## config.mk

```make
export PLATFORM = sky130hd
export DESIGN_NAME = frac_pwm
export DESIGN_NICKNAME = d
export VERILOG_FILES = /design/src/rtl/frac_pwm_pkg.sv /design/src/rtl/frac_pwm_regs.sv /design/src/rtl/frac_pwm_presc.sv /design/src/rtl/frac_pwm_cnt.sv /design/src/rtl/frac_pwm.sv
export SDC_FILE = /design/constraint.sdc
export NUM_CORES = 1
export LEC_CHECK = 0
export ABC_CLOCK_PERIOD_IN_PS = 4590
export CAP_MARGIN = 20
export CORE_MARGIN = 10
export CORE_UTILIZATION = 60
export DETAILED_ROUTE_END_ITERATION = 7
export GPL_TIMING_DRIVEN = 0
export HOLD_SLACK_MARGIN = 0.15
export PLACE_DENSITY_LB_ADDON = 0.08
export SLEW_MARGIN = 20
export SYNTH_ARGS = -nofsm -noshare
export SYNTH_HDL_FRONTEND = slang
export SYNTH_SLANG_ARGS = --single-unit
export TNS_END_PERCENT = 50
```

## constraint.sdc

```tcl
create_clock -name clk_i -period 4.59 [get_ports clk_i]
set_input_delay 0.918 -clock clk_i [delete_from_list [all_inputs] [get_ports clk_i]]
set_output_delay 0.918 -clock clk_i [all_outputs]
set_load 0.01 [all_outputs]
```

## src/rtl/frac_pwm_pkg.sv

```systemverilog
package frac_pwm_pkg;
  typedef enum logic [2:0] {
    A_PERIOD = 3'd0,
    A_RISE   = 3'd1,
    A_FALL   = 3'd2,
    A_FRAC   = 3'd3,
    A_CTRL   = 3'd4,
    A_LOAD   = 3'd5
  } reg_addr_e;

  localparam int CTRL_EN_BIT = 0;
  localparam int LD_SET_BIT  = 0;
  localparam int LD_CLR_BIT  = 1;
endpackage

```

## src/rtl/frac_pwm_regs.sv

```systemverilog
module frac_pwm_regs
  import frac_pwm_pkg::*;
#(
  parameter int CNT_W      = 16,
  parameter int FRAC_W     = 5,
  parameter int PRE_W      = 3,
  parameter int ADDR_W     = 3,
  parameter int RST_PERIOD = 9,
  parameter int RST_ON     = 2,
  parameter int RST_OFF    = 5
) (
  input  logic              clk_i,
  input  logic              rst_ni,
  input  logic              wr_en_i,
  input  logic [ADDR_W-1:0] addr_i,
  input  logic [CNT_W-1:0]  wdata_i,
  input  logic              load_i,
  output logic              ldok_o,
  output logic [CNT_W-1:0]  per_o,
  output logic [CNT_W-1:0]  on_o,
  output logic [CNT_W-1:0]  off_o,
  output logic [FRAC_W-1:0] frac_o,
  output logic              frac_en_o,
  output logic [PRE_W-1:0]  presc_o
);
  localparam logic [CNT_W-1:0] PER_CAP = {{(CNT_W-1){1'b1}}, 1'b0};

  logic [CNT_W-1:0]  sh_per, sh_on, sh_off, per_ld;
  logic [FRAC_W-1:0] sh_frac;
  logic              sh_en;
  logic [PRE_W-1:0]  sh_presc;
  logic sel_per, sel_on, sel_off, sel_frac, sel_ctrl, sel_load;
  logic ld_set, ld_clr;

  assign sel_per  = wr_en_i && (addr_i == ADDR_W'(A_PERIOD));
  assign sel_on   = wr_en_i && (addr_i == ADDR_W'(A_RISE));
  assign sel_off  = wr_en_i && (addr_i == ADDR_W'(A_FALL));
  assign sel_frac = wr_en_i && (addr_i == ADDR_W'(A_FRAC));
  assign sel_ctrl = wr_en_i && (addr_i == ADDR_W'(A_CTRL));
  assign sel_load = wr_en_i && (addr_i == ADDR_W'(A_LOAD));
  assign ld_set   = sel_load && wdata_i[LD_SET_BIT];
  assign ld_clr   = sel_load && wdata_i[LD_CLR_BIT];

  // keep one spare count for the stretched period
  assign per_ld = (sh_en && (sh_frac != '0) && (&sh_per)) ? PER_CAP : sh_per;

  always_ff @(posedge clk_i or negedge rst_ni) begin
    if (!rst_ni) begin
      sh_per   <= CNT_W'(RST_PERIOD);
      sh_on    <= CNT_W'(RST_ON);
      sh_off   <= CNT_W'(RST_OFF);
      sh_frac  <= '0;
      sh_en    <= 1'b0;
      sh_presc <= '0;
    end else begin
      if (sel_per)  sh_per  <= wdata_i;
      if (sel_on)   sh_on   <= wdata_i;
      if (sel_off)  sh_off  <= wdata_i;
      if (sel_frac) sh_frac <= wdata_i[CNT_W-1 -: FRAC_W];
      if (sel_ctrl) begin
        sh_en    <= wdata_i[CTRL_EN_BIT];
        sh_presc <= wdata_i[PRE_W:1];
      end
    end
  end

  always_ff @(posedge clk_i or negedge rst_ni) begin
    if (!rst_ni) begin
      per_o     <= CNT_W'(RST_PERIOD);
      on_o      <= CNT_W'(RST_ON);
      off_o     <= CNT_W'(RST_OFF);
      frac_o    <= '0;
      frac_en_o <= 1'b0;
      presc_o   <= '0;
    end else if (load_i) begin
      per_o     <= per_ld;
      on_o      <= sh_on;
      off_o     <= sh_off;
      frac_o    <= sh_frac;
      frac_en_o <= sh_en;
      presc_o   <= sh_presc;
    end
  end

  always_ff @(posedge clk_i or negedge rst_ni) begin
    if (!rst_ni)      ldok_o <= 1'b0;
    else if (ld_clr)  ldok_o <= 1'b0;
    else if (ld_set)  ldok_o <= 1'b1;
    else if (load_i)  ldok_o <= 1'b0;
  end

  p_clamp_r5: assert property (@(posedge clk_i) disable iff (!rst_ni)
    (frac_en_o && (frac_o != '0)) |-> !(&per_o));

  p_ldok_self_clear_r8: assert property (@(posedge clk_i) disable iff (!rst_ni)
    (load_i && !sel_load) |=> !ldok_o);

  p_active_hold_r8: assert property (@(posedge clk_i) disable iff (!rst_ni)
    !load_i |=> ($stable(per_o) && $stable(frac_o) && $stable(on_o) && $stable(off_o)));
endmodule

```

## src/rtl/frac_pwm_presc.sv

```systemverilog
module frac_pwm_presc #(
  parameter int PRE_W = 3
) (
  input  logic             clk_i,
  input  logic             rst_ni,
  input  logic [PRE_W-1:0] presc_i,
  input  logic             restart_i,
  output logic             tick_o
);
  localparam int DIV_W = (1 << PRE_W) - 1;

  logic [DIV_W-1:0] pcnt, mask;

  always_comb begin
    for (int i = 0; i < DIV_W; i++) mask[i] = (i < int'(presc_i));
  end

  assign tick_o = &(pcnt | ~mask);

  always_ff @(posedge clk_i or negedge rst_ni) begin
    if (!rst_ni)        pcnt <= '0;
    else if (restart_i) pcnt <= '0;
    else                pcnt <= pcnt + 1'b1;
  end

  p_tick_gap_r2: assert property (@(posedge clk_i) disable iff (!rst_ni)
    (tick_o && (presc_i != '0) && !restart_i) |=> !tick_o);
endmodule

```

## src/rtl/frac_pwm_cnt.sv

```systemverilog
module frac_pwm_cnt #(
  parameter int CNT_W  = 16,
  parameter int FRAC_W = 5
) (
  input  logic              clk_i,
  input  logic              rst_ni,
  input  logic              tick_i,
  input  logic [CNT_W-1:0]  per_i,
  input  logic [FRAC_W-1:0] frac_i,
  input  logic              frac_en_i,
  output logic [CNT_W-1:0]  cnt_o,
  output logic              wrap_o,
  output logic              start_o
);
  logic [FRAC_W-1:0] acc;
  logic [FRAC_W:0]   sum;
  logic              stretch;
  logic [CNT_W-1:0]  end_val;

  assign sum     = {1'b0, acc} + {1'b0, frac_i};
  assign stretch = frac_en_i && sum[FRAC_W];
  assign end_val = per_i + CNT_W'(stretch);
  assign wrap_o  = tick_i && (cnt_o == end_val);

  always_ff @(posedge clk_i or negedge rst_ni) begin
    if (!rst_ni)     cnt_o <= '0;
    else if (wrap_o) cnt_o <= '0;
    else if (tick_i) cnt_o <= cnt_o + 1'b1;
  end

  always_ff @(posedge clk_i or negedge rst_ni) begin
    if (!rst_ni)         acc <= '0;
    else if (!frac_en_i) acc <= '0;
    else if (wrap_o)     acc <= sum[FRAC_W-1:0];
  end

  always_ff @(posedge clk_i or negedge rst_ni) begin
    if (!rst_ni) start_o <= 1'b0;
    else         start_o <= wrap_o;
  end

  p_cnt_bound_r1: assert property (@(posedge clk_i) disable iff (!rst_ni)
    ({1'b0, cnt_o} <= ({1'b0, per_i} + (CNT_W+1)'(1))));

  p_start_at_zero_r10: assert property (@(posedge clk_i) disable iff (!rst_ni)
    start_o |-> (cnt_o == '0));

  p_acc_clear_r12: assert property (@(posedge clk_i) disable iff (!rst_ni)
    !frac_en_i |=> (acc == '0));
endmodule

```

## src/rtl/frac_pwm.sv

```systemverilog
module frac_pwm #(
  parameter int CNT_W      = 16,
  parameter int FRAC_W     = 5,
  parameter int PRE_W      = 3,
  parameter int ADDR_W     = 3,
  parameter int RST_PERIOD = 9,
  parameter int RST_ON     = 2,
  parameter int RST_OFF    = 5
) (
  input  logic              clk_i,
  input  logic              rst_ni,
  input  logic              wr_en_i,
  input  logic [ADDR_W-1:0] addr_i,
  input  logic [CNT_W-1:0]  wdata_i,
  output logic              pwm_o,
  output logic              start_o
);
  logic [CNT_W-1:0]  per, on_v, off_v, cnt;
  logic [FRAC_W-1:0] frac;
  logic              frac_en, ldok, tick, wrap, load;
  logic [PRE_W-1:0]  presc;

  assign load = wrap && ldok;

  frac_pwm_regs #(
    .CNT_W(CNT_W), .FRAC_W(FRAC_W), .PRE_W(PRE_W), .ADDR_W(ADDR_W),
    .RST_PERIOD(RST_PERIOD), .RST_ON(RST_ON), .RST_OFF(RST_OFF)
  ) i_regs (
    .clk_i, .rst_ni, .wr_en_i, .addr_i, .wdata_i,
    .load_i(load), .ldok_o(ldok), .per_o(per), .on_o(on_v), .off_o(off_v),
    .frac_o(frac), .frac_en_o(frac_en), .presc_o(presc)
  );

  frac_pwm_presc #(.PRE_W(PRE_W)) i_presc (
    .clk_i, .rst_ni, .presc_i(presc), .restart_i(load), .tick_o(tick)
  );

  frac_pwm_cnt #(.CNT_W(CNT_W), .FRAC_W(FRAC_W)) i_cnt (
    .clk_i, .rst_ni, .tick_i(tick), .per_i(per), .frac_i(frac),
    .frac_en_i(frac_en), .cnt_o(cnt), .wrap_o(wrap), .start_o(start_o)
  );

  assign pwm_o = (cnt >= on_v) && (cnt < off_v);

  p_equal_low_r7: assert property (@(posedge clk_i) disable iff (!rst_ni)
    (on_v == off_v) |-> !pwm_o);

  p_low_at_start_r6: assert property (@(posedge clk_i) disable iff (!rst_ni)
    (start_o && (on_v != '0)) |-> !pwm_o);
endmodule

```

# Word level (Yosys, flattened, before mapping)
# Cells that the tools add are included.
[op_classes]
addsub = 4
bitwise_logic = 2
mux = 9
reduce_logical = 20
eq_ne = 7
magnitude_cmp = 9
[op_table]
columns = ["operator", "count"]
rows = [
  ["16-bit 2-to-1 mux", 3],
  ["16-bit by 1-bit adder with 16-bit output", 1],
  ["16-bit by 1-bit adder with 16-bit output, second input constant", 1],
  ["16-bit == test", 1],
  ["16-bit >= comparator", 1],
  ["16-bit < comparator", 1],
  ["16-bit AND reduction", 1],
  ["1-bit logical AND", 14],
  ["5-bit 2-to-1 mux", 2],
  ["3-bit < comparator, first input constant", 3],
  ["7-bit by 1-bit adder with 7-bit output, second input constant", 1],
  ["7-bit 2-to-1 mux", 1],
  ["7-bit inverter", 1],
  ["7-bit OR", 1],
  ["7-bit AND reduction", 1],
  ["5-bit by 5-bit adder with 6-bit output", 1],
  ["3-bit by 2-bit == test with 1-bit output, second input constant", 2],
  ["3-bit == test, second input constant", 2],
  ["1-bit by 3-bit < comparator with 1-bit output, first input constant", 2],
  ["2-bit by 3-bit < comparator with 1-bit output, first input constant", 2],
  ["5-bit nonzero test", 1],
  ["3-bit by 1-bit == test with 1-bit output, second input constant", 1],
  ["3-bit zero test", 1],
  ["1-bit 2-to-1 mux", 3],
  ["3 further kinds", 3],
]
[word_totals]
output_inout_bits = 2
input_bits = 22
ff_bits = 144
elab_cells = 68

# Logic depth before layout (Yosys ltp)
[logic_depth]
word_depth = 9
mapped_depth = 17
depth_no_buf = 15

# Hierarchy
# A second synthesis with hierarchy kept.
[hier_totals]
hier_cells = 614
area_unflattened_um2 = 7419.6
[by_module_without_submodules]
columns = ["module", "instances", "cells_each", "seq_area_each_um2", "area_per_inst_um2"]
rows = [
  ["frac_pwm_regs", 1, 263, 2890.3, 4416.7],
  ["frac_pwm_cnt", 1, 206, 550.5, 1844.3],
  ["frac_pwm", 1, 106, 0.0, 802.0],
  ["frac_pwm_presc", 1, 39, 175.2, 356.6],
]

# Least setup slack after synthesis
# OpenSTA, ideal clock, no wires.
[synth_path]
path_type = "reg-to-reg"
start = "register i_regs.frac_o[1]"
end = "register i_regs.on_o[0]"
path_buffers = 1
synth_period_minus_slack_ns = 3.884
arrival_time_ns = 3.759
required_time_ns = 4.465
path_slack_ns = 0.706
setup_ns = 0.125
stages_incl_launch_ff = 15
path_cell_list = "dfrtp_1 > ha_1 > a21o_1 > a21oi_1 > nor2b_1 > o21a_1 > o21a_1 > ha_1 > ha_1 > xor2_1 > a2111oi_0 > nand4_1 > nor4_4 > buf_6 > mux2_2"
[synth_between]
elab_chain_len = 6
[synth_rtl]
columns = ["item", "line", "rtl"]
rows = [
  ["start: declaration", "frac_pwm_regs.sv:22", "output logic [FRAC_W-1:0] frac_o,"],
  ["start signal: assignment", "frac_pwm_regs.sv:79", "frac_o <= sh_frac;"],
  ["5-bit by 5-bit adder with 6-bit output", "frac_pwm_cnt.sv:20", "assign sum = {1'b0, acc} + {1'b0, frac_i};"],
  ["1-bit logical AND", "frac_pwm_cnt.sv:21", "assign stretch = frac_en_i && sum[FRAC_W];"],
  ["16-bit by 1-bit adder with 16-bit output", "frac_pwm_cnt.sv:22", "assign end_val = per_i + CNT_W'(stretch);"],
  ["16-bit == test", "frac_pwm_cnt.sv:23", "assign wrap_o = tick_i && (cnt_o == end_val);"],
  ["1-bit logical AND", "frac_pwm_cnt.sv:23", ""],
  ["1-bit logical AND", "frac_pwm.sv:23", "assign load = wrap && ldok;"],
  ["end signal: assignment", "frac_pwm_regs.sv:70", "on_o <= CNT_W'(RST_ON);"],
  ["end signal: assignment", "frac_pwm_regs.sv:77", "on_o <= sh_on;"],
  ["end: declaration", "frac_pwm_regs.sv:20", "output logic [CNT_W-1:0] on_o,"],
]
# Every way passes these cells.
# A chain may end at the register's enable or synchronous reset.

# Worst setup path after layout
[layout_path]
start = "register i_regs.frac_o[1]"
end = "register i_cnt.cnt_o[12]"
[layout_between]
elab_chain_len = 6
elab_cells_between_ends = 7
classes_between = "add/sub (2); eq/ne (1); mux (1); reduce/logical (3)"
[layout_rtl]
columns = ["item", "line", "rtl"]
rows = [
  ["5-bit by 5-bit adder with 6-bit output *", "frac_pwm_cnt.sv:20", ""],
  ["1-bit logical AND *", "frac_pwm_cnt.sv:21", ""],
  ["16-bit by 1-bit adder with 16-bit output *", "frac_pwm_cnt.sv:22", ""],
  ["16-bit == test *", "frac_pwm_cnt.sv:23", ""],
  ["1-bit logical AND *", "frac_pwm_cnt.sv:23", ""],
  ["named net i_cnt.wrap_o", "frac_pwm_cnt.sv:12", "output logic wrap_o,"],
  ["16-bit 2-to-1 mux / 2-bit nonzero test (equally long branches)", "--", ""],
  ["end signal: assignment", "frac_pwm_cnt.sv:28", "else if (tick_i) cnt_o <= cnt_o + 1'b1;"],
  ["end: declaration", "frac_pwm_cnt.sv:11", "output logic [CNT_W-1:0] cnt_o,"],
]
# The timed path passes the listed nets; every way through them passes the cells marked *.

==> results.txt <==
In the routed design, unresolved DRC markers number 0. The analysis attributes to cell leakage a power of 3.738 nW. The number of global-route vias before repair came out at 5,054. The effective utilization at floorplan came out at 0.6223. The number of unique standard cell types used by synthesis came out at 52. The pre-CTS setup slack came out at -0.1827 ns.

The layout cell share with drive strength beyond 1 came out at 0.2562. Entering global routing, the biggest net connects 103 pins. The internal reg-to-reg setup slack is 0.21 ns. By area the synthesized netlist is led by sky130_fd_sc_hd__dfrtp_1, sky130_fd_sc_hd__mux2_2, sky130_fd_sc_hd__ha_1. The violation count after the first detailed-route iteration is 353. For this run, the leading register cell type out of synthesis is sky130_fd_sc_hd__dfrtp_1. The count of buffers from port buffering came out at 23. Dividing the detail-routed wire length by the instance count gives 20.10 µm. The count of endpoints failing hold in the final timing report came out at 0.

The Yosys step of the flow raised 0 warnings. The post-route cell area came out at 8292 µm². The async set-reset flop share out of synthesis came out at 1.000. The largest fanout on the critical path is 10. The worst min-delay path category is in2async. The area of all sequential standard cells came out at 3616 µm². Global routing finished with a remaining overflow of 0. Summing all multi-input logic gate instances after layout gives 3339 µm². The max-slew violation count came out at 0. Across every metal layer, demand over resource in global routing totals 0.2028. Counting the fill cells in the layout gives 815. The sum of internal, switching and leakage power is 5.063 mW. The number of antenna violations at the first check in global routing came out at 0.

For this run, the top clock speed supported by timing is 228.3 MHz. The peak ir drop on the vdd network is 0.3935 mV. At the worst endpoint, the arrival time is 4.67 ns. The count of nets left with antenna violations once routing finished came out at 0.

For the worst setup path, the data required time is 4.88 ns. The number of vias per cell came out at 6.005. The worst hold slack across all endpoints is 0.3890 ns. The clock-pin slew on the worst setup and hold paths is 0.06 ns.

Wires add up to 15,900 µm. Setup repair after global routing left no endpoint under its margin. The worst register-to-register path ends at i_cnt.cnt_o[12]$_DFFE_PN0P_. The worst register-to-register path begins at i_regs.frac_o[1]$_DFFE_PN0P_. The depth of the worst register-to-register path came out at 17. The final count of negative-setup-slack endpoints came out at 0. The number of levels in the clock H-tree came out at 4.

The pre-antenna-repair detailed-routing pass consisted of 4 iterations. CTS saw 144 sinks. The net count of the mapped netlist came out at 652. Yosys mapped a number of flops with a built-in enable equal to 0. The routability congestion estimate is 0.8893. The final period utilization is 0.9544. The synthesized area came out at 7197 µm². The flow ran to the end, and the final reports show no timing, DRC or antenna violations. The root buffer selected by CTS is sky130_fd_sc_hd__clkbuf_16.

The clock latency reported for the late side of the worst-skew pair is 0.42 ns. The first global-routing pass estimated 26,210 µm of wire. The cell taking the most area after synthesis is sky130_fd_sc_hd__dfrtp_1. The worst setup path is of the reg2reg kind. By count the netlist is led by sky130_fd_sc_hd__dfrtp_1, sky130_fd_sc_hd__mux2_2, sky130_fd_sc_hd__ha_1. The quantity of hold-fixing buffers added after cts came out at 0.

The count of standard-cell rows is 39. The worst setup path is launched from a register. The layout overhead on the synthesized area came out at 15.21%. The HPWL after detailed placement is 11,530 µm. The most instantiated library cell after synthesis is sky130_fd_sc_hd__dfrtp_1. Headroom to the max-slew limit came out at 0.4958. The area share of the largest cell type after synthesis is 0.4659. The worst-case setup margin in the final layout is 0.2091 ns. The die width is 129.5 µm.

The average instance area after synthesis is 12.22 µm². In this run the power density over the cells is 610.6 nW/µm². The tool flagged a number of max-cap violations equal to 0. The register area share after synthesis came out at 0.5024. The TritonCTS buffer count came out at 17. The total number of vias came out at 4,750. The number of synthesized register bits is 144. TritonCTS built the clock tree. The number of antenna diodes in the final layout is 0. The die is 129.5 µm tall.

The floorplan die area came out at 16,780 µm². The number of top-level pins came out at 24. The clock passes through at most 2 buffers.

The clock period minus worst slack came out at 4.381 ns. The placed instance area is 7645 µm². The floorplan step defined a core boundary enclosing 11,560 µm².

In the final design database the tool counted 698 nets. After technology mapping, the gate count stands at 589. The final setup skew is 0.01129 ns.

The kind of end point of the critical path is a register. The worst-margin pin slew is 0.7544 ns.
-- how the worst max path moves through the flow --
stage	startpoint	to
2_1_floorplan	i_regs.frac_o[1]$_DFFE_PN0P_	i_regs.on_o[0]$_DFFE_PN0P_
3_3_place_gp	rst_ni	i_regs.on_o[7]$_DFFE_PN0P_
3_5_place_dp	i_regs.frac_o[1]$_DFFE_PN0P_	i_regs.on_o[7]$_DFFE_PN0P_
4_1_cts	i_regs.frac_o[1]$_DFFE_PN0P_	i_cnt.cnt_o[10]$_DFFE_PN0P_
5_1_grt	i_regs.frac_o[1]$_DFFE_PN0P_	i_cnt.cnt_o[10]$_DFFE_PN0P_
6_report	i_regs.frac_o[1]$_DFFE_PN0P_	i_cnt.cnt_o[12]$_DFFE_PN0P_
-- kinds of logic (layout without fill, tap and decap cells) --
kind of cell,Yosys count,after routing,synth area share
AOI/OAI and AO/OA,81,81,0.07302
xor gates and xnor gates,33,33,0.04016
adders and majority gates,41,41,0.07232
buffers and inverters,52,111,0.03460
DFF,144,144,0.5024
muxes,119,119,0.1852
and+or+nand+nor,119,119,0.09232
-- flip-flops by register name, indices dropped and copies added (netlist names) --
| name | cells |
|---|---|
| i_cnt.acc | 5 |
| i_cnt.cnt_o | 16 |
| i_cnt.start_o | 1 |
| i_presc.pcnt | 7 |
| i_regs.frac_en_o | 1 |
| i_regs.frac_o | 5 |
| i_regs.ldok_o | 1 |
| i_regs.off_o | 16 |
| i_regs.on_o | 16 |
| i_regs.per_o | 16 |
| i_regs.presc_o | 3 |
| i_regs.sh_en | 1 |
| i_regs.sh_frac | 5 |
| i_regs.sh_off | 16 |
| i_regs.sh_on | 16 |
| i_regs.sh_per | 16 |
| i_regs.sh_presc | 3 |
-- per-layer routing --
| metal | GRT usage | share of wire | wire [µm] |
|---|---|---|---|
| met1 | 0.2638 | 0.46 | 7252 |
| met2 | 0.3345 | 0.49 | 7863 |
| met3 | 0.04894 | 0.034 | 545 |
| met4 | 0.05291 | 0.015 | 235 |
| met5 | 0 | 0 | 0 |
-- cells in the final DEF (no fill, tap or decap), types with 4 or more instances in the layout --
cell                              synthesis  layout
sky130_fd_sc_hd__dfrtp_1                134     134
sky130_fd_sc_hd__mux2_2                 110     110
sky130_fd_sc_hd__ha_1                    40      40
sky130_fd_sc_hd__inv_1                   34      34
sky130_fd_sc_hd__nand2_1                 28      28
sky130_fd_sc_hd__a21oi_1                 23      23
sky130_fd_sc_hd__clkdlybuf4s50_1          0      22
sky130_fd_sc_hd__xnor2_1                 17      17
sky130_fd_sc_hd__nand4_1                 17      17
sky130_fd_sc_hd__nor2_1                  17      17
sky130_fd_sc_hd__clkbuf_16                0      17
sky130_fd_sc_hd__xor2_1                  16      16
sky130_fd_sc_hd__o21ai_0                 16      16
sky130_fd_sc_hd__a21o_1                  15      15
sky130_fd_sc_hd__nand3_1                 15      15
sky130_fd_sc_hd__clkbuf_1                 7      12
sky130_fd_sc_hd__dfstp_2                 10      10
sky130_fd_sc_hd__or3_1                    9       9
sky130_fd_sc_hd__buf_6                    7       7
sky130_fd_sc_hd__nor2b_1                  6       6
sky130_fd_sc_hd__mux2i_1                  6       6
sky130_fd_sc_hd__or4_1                    5       5
sky130_fd_sc_hd__and4_1                   4       4
sky130_fd_sc_hd__bufinv_16                0       4
sky130_fd_sc_hd__clkinvlp_4               0       4
-- metrics by stage --
stage	util	TNS, ns	instances
global placement	0.6577	-395.19	755
floorplan	-	0	589
finish	0.7170	0	791
global route	0.7170	0	791
CTS	0.7160	0	790
detailed placement	0.6610	-8.458	756
-- worst max-delay path, stage by stage, from the launching register on --
cell and delay, ns:
sky130_fd_sc_hd__dfrtp_1 0.42, sky130_fd_sc_hd__ha_1 0.31, sky130_fd_sc_hd__a21o_1 0.16, sky130_fd_sc_hd__a21oi_1 0.25, sky130_fd_sc_hd__nor2b_1 0.09, sky130_fd_sc_hd__o21a_1 0.18
sky130_fd_sc_hd__o21a_1 0.19, sky130_fd_sc_hd__ha_1 0.22, sky130_fd_sc_hd__ha_1 0.26, sky130_fd_sc_hd__xnor2_1 0.16, sky130_fd_sc_hd__xnor2_1 0.14, sky130_fd_sc_hd__a2111oi_1 0.38
sky130_fd_sc_hd__nand4_1 0.26, sky130_fd_sc_hd__or4_1 0.61, sky130_fd_sc_hd__clkbuf_1 0.22, sky130_fd_sc_hd__inv_4 0.19, sky130_fd_sc_hd__buf_6 0.16, sky130_fd_sc_hd__a21oi_1 0.05
-- power by group --
part           switching, mW  total [mW]  internal (mW)
Combinational          0.755        1.54          0.781
Clock                  0.518        1.43          0.909
Sequential             0.385        2.10           1.71
-- cell type report --
class	instances	area share
clock inverters	10	0.01977
flip-flops and latches	144	0.4361
well taps	143	0.02158
clock buffers	22	0.05357
plain buffers	17	0.01418
repair buffers	27	0.03591
inverters	35	0.01615
multi-input cells	393	0.4027
-- timing repair --
item | 4_1_cts | 5_1_grt
gates resized for setup | 0 | 2
endpoints found under the setup margin | 55 | 16
pin swaps | 1 | 1
setup buffers | 2 | 1
Power figures use the tool's default switching activity.
